--- src/rtl/evb_pkg.sv ---
package evb_pkg;

  typedef enum logic {
    CMD_WATCH = 1'b0,
    CMD_FLAG  = 1'b1
  } evb_cmd_e;

  // Width of a counter that must reach value lim inclusive.
  function automatic int cnt_width(input int lim);
    return (lim < 1) ? 1 : $clog2(lim + 1);
  endfunction

  // Width of an index into n slots (at least one bit).
  function automatic int idx_width(input int n);
    return (n > 1) ? $clog2(n) : 1;
  endfunction

endpackage

--- src/rtl/evb_ring.sv ---
module evb_ring #(
  parameter int DEPTH = 16,
  parameter int W     = 48,
  localparam int PW   = evb_pkg::idx_width(DEPTH),
  localparam int CW   = evb_pkg::cnt_width(DEPTH)
) (
  input  logic          clk,
  input  logic          rst,
  input  logic          push,
  input  logic [W-1:0]  din,
  output logic [W-1:0]  tail_q,
  output logic [CW-1:0] count,
  output logic          full
);

  logic [W-1:0]  store [DEPTH];
  logic [PW-1:0] head_ptr, tail_ptr;

  function automatic logic [PW-1:0] step(input logic [PW-1:0] p);
    return (p == PW'(DEPTH - 1)) ? '0 : p + PW'(1);
  endfunction

  assign full   = (count == CW'(DEPTH));
  assign tail_q = store[tail_ptr];

  always_ff @(posedge clk) begin
    if (push) store[head_ptr] <= din;
  end

  always_ff @(posedge clk) begin
    if (rst) begin
      head_ptr <= '0;
      tail_ptr <= '0;
      count    <= '0;
    end else if (push) begin
      head_ptr <= step(head_ptr);
      if (full) tail_ptr <= step(tail_ptr);
      else      count    <= count + CW'(1);
    end
  end

endmodule

--- src/rtl/evb_suspect_table.sv ---
module evb_suspect_table #(
  parameter int N      = 8,
  parameter int FLOW_W = 16,
  parameter int THRESH = 4,
  localparam int IW    = evb_pkg::idx_width(N),
  localparam int TW    = evb_pkg::cnt_width(THRESH)
) (
  input  logic              clk,
  input  logic              rst,
  input  logic [FLOW_W-1:0] probe_flow,
  output logic              probe_bad,
  input  logic              pkt_valid,
  input  logic [FLOW_W-1:0] pkt_flow,
  input  logic              cmd_valid,
  input  logic              cmd_flag,
  input  logic [FLOW_W-1:0] cmd_flow
);

  logic [N-1:0]      ent_v, ent_bad;
  logic [FLOW_W-1:0] ent_flow [N];
  logic [TW-1:0]     ent_cnt  [N];

  logic [N-1:0] probe_hit, pkt_hit, cmd_hit;
  logic         any_free, cmd_known;
  logic [IW-1:0] free_idx;

  for (genvar g = 0; g < N; g++) begin : g_match
    assign probe_hit[g] = ent_v[g] && ent_bad[g] && (ent_flow[g] == probe_flow);
    assign pkt_hit[g]   = ent_v[g] && pkt_valid && (ent_flow[g] == pkt_flow);
    assign cmd_hit[g]   = ent_v[g] && (ent_flow[g] == cmd_flow);
  end

  assign probe_bad = |probe_hit;
  assign cmd_known = |cmd_hit;

  // lowest-index free slot wins
  always_comb begin
    any_free = 1'b0;
    free_idx = '0;
    for (int i = N - 1; i >= 0; i--) begin
      if (!ent_v[i]) begin
        any_free = 1'b1;
        free_idx = IW'(i);
      end
    end
  end

  for (genvar g = 0; g < N; g++) begin : g_entry
    logic alloc_here;
    assign alloc_here = cmd_valid && !cmd_known && any_free && (free_idx == IW'(g));

    always_ff @(posedge clk) begin
      if (rst) begin
        ent_v[g]    <= 1'b0;
        ent_bad[g]  <= 1'b0;
        ent_cnt[g]  <= '0;
        ent_flow[g] <= '0;
      end else if (alloc_here) begin
        ent_v[g]    <= 1'b1;
        ent_flow[g] <= cmd_flow;
        ent_cnt[g]  <= '0;
        ent_bad[g]  <= cmd_flag;
      end else begin
        if (pkt_hit[g] && ent_cnt[g] < TW'(THRESH)) begin
          ent_cnt[g] <= ent_cnt[g] + TW'(1);
          if (ent_cnt[g] == TW'(THRESH - 1)) ent_bad[g] <= 1'b1;
        end
        if (cmd_valid && cmd_flag && cmd_hit[g]) ent_bad[g] <= 1'b1;
      end
    end
  end

endmodule

--- src/rtl/evb_evidence_slot.sv ---
module evb_evidence_slot #(
  parameter int W = 48
) (
  input  logic         clk,
  input  logic         rst,
  input  logic         load,
  input  logic [W-1:0] din,
  input  logic         out_ready,
  output logic         out_valid,
  output logic [W-1:0] dout,
  output logic         can_load
);

  assign can_load = !out_valid || out_ready;

  always_ff @(posedge clk) begin
    if (rst) begin
      out_valid <= 1'b0;
    end else if (load) begin
      out_valid <= 1'b1;
    end else if (out_ready) begin
      out_valid <= 1'b0;
    end
  end

  always_ff @(posedge clk) begin
    if (load) dout <= din;
  end

endmodule

--- src/rtl/lazy_evidence_buf.sv ---
module lazy_evidence_buf #(
  parameter int DEPTH    = 16,
  parameter int FLOW_W   = 16,
  parameter int HANDLE_W = 32,
  parameter int N        = 8,
  parameter int THRESH   = 4,
  localparam int DW      = FLOW_W + HANDLE_W,
  localparam int OCW     = evb_pkg::cnt_width(DEPTH)
) (
  input  logic                clk,
  input  logic                rst,
  input  logic                in_valid,
  output logic                in_ready,
  input  logic [FLOW_W-1:0]   in_flow,
  input  logic [HANDLE_W-1:0] in_handle,
  input  logic                cmd_valid,
  input  logic                cmd_flag,
  input  logic [FLOW_W-1:0]   cmd_flow,
  output logic                ev_valid,
  input  logic                ev_ready,
  output logic [FLOW_W-1:0]   ev_flow,
  output logic [HANDLE_W-1:0] ev_handle,
  output logic [OCW-1:0]      occupancy
);

  logic [DW-1:0] tail_desc, ev_desc;
  logic          ring_full, tail_bad, slot_free, accept, ev_load;

  evb_ring #(.DEPTH(DEPTH), .W(DW)) u_ring (
    .clk   (clk),
    .rst   (rst),
    .push  (accept),
    .din   ({in_flow, in_handle}),
    .tail_q(tail_desc),
    .count (occupancy),
    .full  (ring_full)
  );

  evb_suspect_table #(.N(N), .FLOW_W(FLOW_W), .THRESH(THRESH)) u_table (
    .clk       (clk),
    .rst       (rst),
    .probe_flow(tail_desc[DW-1:HANDLE_W]),
    .probe_bad (tail_bad),
    .pkt_valid (accept),
    .pkt_flow  (in_flow),
    .cmd_valid (cmd_valid),
    .cmd_flag  (cmd_flag == evb_pkg::CMD_FLAG),
    .cmd_flow  (cmd_flow)
  );

  evb_evidence_slot #(.W(DW)) u_slot (
    .clk      (clk),
    .rst      (rst),
    .load     (ev_load),
    .din      (tail_desc),
    .out_ready(ev_ready),
    .out_valid(ev_valid),
    .dout     (ev_desc),
    .can_load (slot_free)
  );

  // stall only when an eviction would need a busy evidence slot
  assign in_ready = !ring_full || !tail_bad || slot_free;
  assign accept   = in_valid && in_ready;
  assign ev_load  = accept && ring_full && tail_bad;

  assign ev_flow   = ev_desc[DW-1:HANDLE_W];
  assign ev_handle = ev_desc[HANDLE_W-1:0];

endmodule

--- config.mk ---
export PLATFORM = sky130hd
export DESIGN_NAME = lazy_evidence_buf
export DESIGN_NICKNAME = d
export VERILOG_FILES = /design/src/rtl/evb_pkg.sv /design/src/rtl/evb_ring.sv /design/src/rtl/evb_suspect_table.sv /design/src/rtl/evb_evidence_slot.sv /design/src/rtl/lazy_evidence_buf.sv
export SDC_FILE = /design/constraint.sdc
export NUM_CORES = 1
export LEC_CHECK = 0
export BUFFER_PORTS_ARGS = -buffer_cell sky130_fd_sc_hd__buf_2
export CORE_MARGIN = 1
export CORE_UTILIZATION = 57
export DETAILED_ROUTE_END_ITERATION = 10
export GPL_TIMING_DRIVEN = 0
export PLACE_DENSITY = 0.74
export REMOVE_ABC_BUFFERS = 1
export SLEW_MARGIN = 25
export SYNTH_ARGS = -nofsm -noshare
export SYNTH_HDL_FRONTEND = slang
export SYNTH_SLANG_ARGS = --single-unit
--- constraint.sdc ---
create_clock -name clk -period 10.05 [get_ports clk]
set_clock_uncertainty 0.05 [all_clocks]
set_input_delay 2.01 -clock clk [delete_from_list [all_inputs] [get_ports clk]]
set_output_delay 2.01 -clock clk [all_outputs]
set_load 0.005 [all_outputs]
==> out/metrics.yaml <==
layout:
  filler_cell_count: 5262
  final_nets: 2884
  syn_to_final_growth_pct: 12.8
  finish.cell_count_without_fillers: 3905
  utilization: 0.653
  drive_above_1_share: 0.208
routing:
  via_count: 24982
  wl_per_cell_microns: 30.1
  detail_route.iter0.violations: 2807
  finalWirelength_mm: 117
  drt_pass_1_iters: 5
  antenna_violating_nets_post_route: 0
  drcViolationCount: 0
  via_per_inst: 6.40
min_path:
  holdCritPathClass: "flop to flop"
  min_delay_path_depth: 2
  hold_path.startpoint: "u_slot.out_valid$_SDFFE_PP0P_"
  hold-path-endpoint: "u_slot.out_valid$_SDFFE_PP0P_"
placed_design:
  rd_place_congestion: 0.922
  dp.final_hpwl_mm: 71.5
  numPortBuffers: 124
  place_inst: 3720
pwr:
  ir_worst_vdd_v: 0.000147
  power_share_of_the_sequential_group: 0.533
  share_comb_of_total_power: 0.049
  powerDensity_nw_per_um2: 177
  internal_portion_of_total_power_uw: 6870
  power.share.clock: 0.418
  p_switching_uw: 1940
  power.switching_fraction: 0.220
  p_leak_uw: 0.0164
critical_path:
  timing.reg2reg.worst_path_depth: 22
  crit_type: "flop to output pin"
  crit_required_ps: 7990
  setup.reg_to_reg.worst_slack_ps: 2920
  critical_path_arrival_ps: 6020
  crit_path_max_fanout: 36
  endpoint_kind: "output pin"
  worst_r2r_endpoint: "u_ring.store[2][19]$_DFFE_PP_"
  cp-start-kind: "flop"
timing:
  report.final.setup_viol: 0
  slew_violations: 0
  measured_slew_at_the_worst_slew_check_pin_ps: 1040
  hold_viol: 0
  worst_slew_margin_rel: 0.305
  final_period_minus_worst_setup_slack_ps: 8080
  totalNegativeSetupSlack_ps: 0
  timing_limited_maximum_frequency_mhz: 124
  finalCritPeriodShare: 0.804
  unrepaired_setup_endpoints_after_global_routing: "no"
clock_network:
  tritoncts_num_sinks: 1002
  cts_hold_buf: 0
  postCtsSetupRepairBufs: 0
  root_buffer: "clkbuf_16"
  cts.htree.levels: 3
  path_clk_slew_ps: 60
  ctsLongestPathBuffers: 3
  cts_tree: "yes"
  total_clock_buffers_created_by_cts: 99
  clock_latency_ps: 670
  cts_resized: 0
flow_run:
  max_cap_viol_count: 0
die:
  ioPinCount: 125
  initial_core_utilization: 0.579
  design.die.area_sq_um: 78600
  chipWidth_microns: 280
  floorplan.die.height_microns: 280
  rows: 101
  floorplan.core_area_sq_um: 76300
synth:
  ys_warn_count: 0
  synth_cell_area_sq_um: 44200
  netlist-cell-type-count: 84
  postSynthCellCount: 2641
  yosysSeqAreaShare: 0.674
  postSynthAreaPerCell_sq_um: 16.7
  synthArstFlopShare: 0
  synth-main-ff-cell: "edfxtp_1"
  number_of_synthesized_flops_with_an_enable_pin: 968
  yosys_register_bits: 1002
status:
  status: "finished clean"
global_routing:
  grt_pass1_wl_mm: 169
  grt_max_degree: 47
  grt-ovfl-total: 0
  grt_antenna_before_repair: 4
  vias_in_the_first_global_route: 25047
  grt_util_all_layers: 0.301
[cells in the final DEF, fill, tap and decap left out, types with 41 or more instances in the layout]
cell type and instances:
nand4_1 48, xor2_1 281, and2_1 139, mux2i_1 101
mux4_2 173, xnor2_1 132, buf_2 147, nand2_1 57
nor4_1 75, inv_1 41, clkbuf_16 99, a22oi_1 41
edfxtp_1 968
[per-layer routing]
layer,global-route usage,part of all wire,vias up
met5,0,0.00018,-
met4,0.102,0.033,4
met3,0.0515,0.087,220
met2,0.487,0.48,1329
met1,0.418,0.40,12887
li1,-,-,10542
[stage by stage]
stage	total power [uW]	cell area [sq um]	hold slack, ps	worst slack (ps)
6_report	8800	49800	434	1970
4_1_cts	8830	49800	439	1990
3_3_place_gp	5180	45300	415	-20120
3_5_place_dp	5200	46600	429	2690
5_1_grt	9020	49800	448	1820
2_1_floorplan	4980	43400	414	-7200
[cell usage after synthesis, types with 9 or more instances]
library cell  instances  area (sq um)
buf_2                 9          45.0
edfxtp_1            968         29100
nand4_1              48           300
nor4_1               76           475
a21oi_1              39           195
mux2i_1             101          1010
dfxtp_1              34           681
nand3_1              23           115
a22oi_1              41           308
mux2_2               16           180
xnor2_1             132          1160
buf_1                19          71.3
or4_1                10          75.1
o21ai_0              29           145
clkbuf_1            101           379
nor3_1               38           190
and2_1              139           870
mux4_2              173          3900
and3_1               12          75.1
nand2_1              57           214
buf_6                13           146
o22ai_1              11          68.8
nor2_1               42           158
inv_1                43           161
ha_1                 23           288
xor2_1              281          2460
a22o_1               10          87.6
nor2b_1              12          75.1
[area by class of cell]
cell class / count / area [sq um] / area share
tap: 1030 / 1290 / 0.0259
clock buffer: 118 / 2550 / 0.0512
clock inverter: 66 / 666 / 0.0134
inverter: 45 / 176 / 0.00354
multi-input combinational: 1441 / 13600 / 0.273
antenna: 1 / 2.50 / 0.0000502
sequential: 1002 / 29800 / 0.597
timing repair buffer: 202 / 1770 / 0.0355
[power by group through the flow]
stage	combinational [uW]	clock [uW]	sequential (uW)
3_5_place_dp	423	0	4780
4_1_cts	425	3710	4690
6_report	432	3680	4690
2_1_floorplan	214	0	4770
5_1_grt	456	3870	4700
3_3_place_gp	396	0	4790
[worst max path at each step]
stage | endpoint | slack (ps)
global route | in_ready | 1820
CTS | in_ready | 1990
floorplan | u_ring.store[0][0]$_DFFE_PP_ | -7200
detailed placement | in_ready | 2690
global placement | u_ring.store[0][10]$_DFFE_PP_ | -20120
finish | in_ready | 1970
[critical path, stage by stage, from the launching register on]
cell	delay, ps
dfxtp_4	580
buf_16	310
buf_12	300
buf_16	260
buf_12	250
mux4_2	510
and2_1	190
a21oi_4	420
mux2i_4	310
xnor2_1	220
nand3_1	110
or4b_1	490
o41ai_2	590
o31a_4	380
inv_4	150
buf_2	160
[registers in the layout, indices dropped and copies added, names as in the netlist, 5 cells and up, named ones only]
name	cells
u_table.ent_bad	8
u_ring.store	768
u_slot.dout	48
u_table.ent_v	8
u_ring.count	5
u_table.ent_cnt	24
u_table.ent_flow	128
[kinds of logic after synthesis]
family | synth area share
DFF | 0.674
muxes | 0.116
adders and majority gates | 0.00652
buffers and inverters | 0.0214
and+or+nand+nor | 0.0669
xor gates and xnor gates | 0.0823
AOI/OAI and AO/OA | 0.0331
Note: power is estimated with default switching activity, not from simulation.
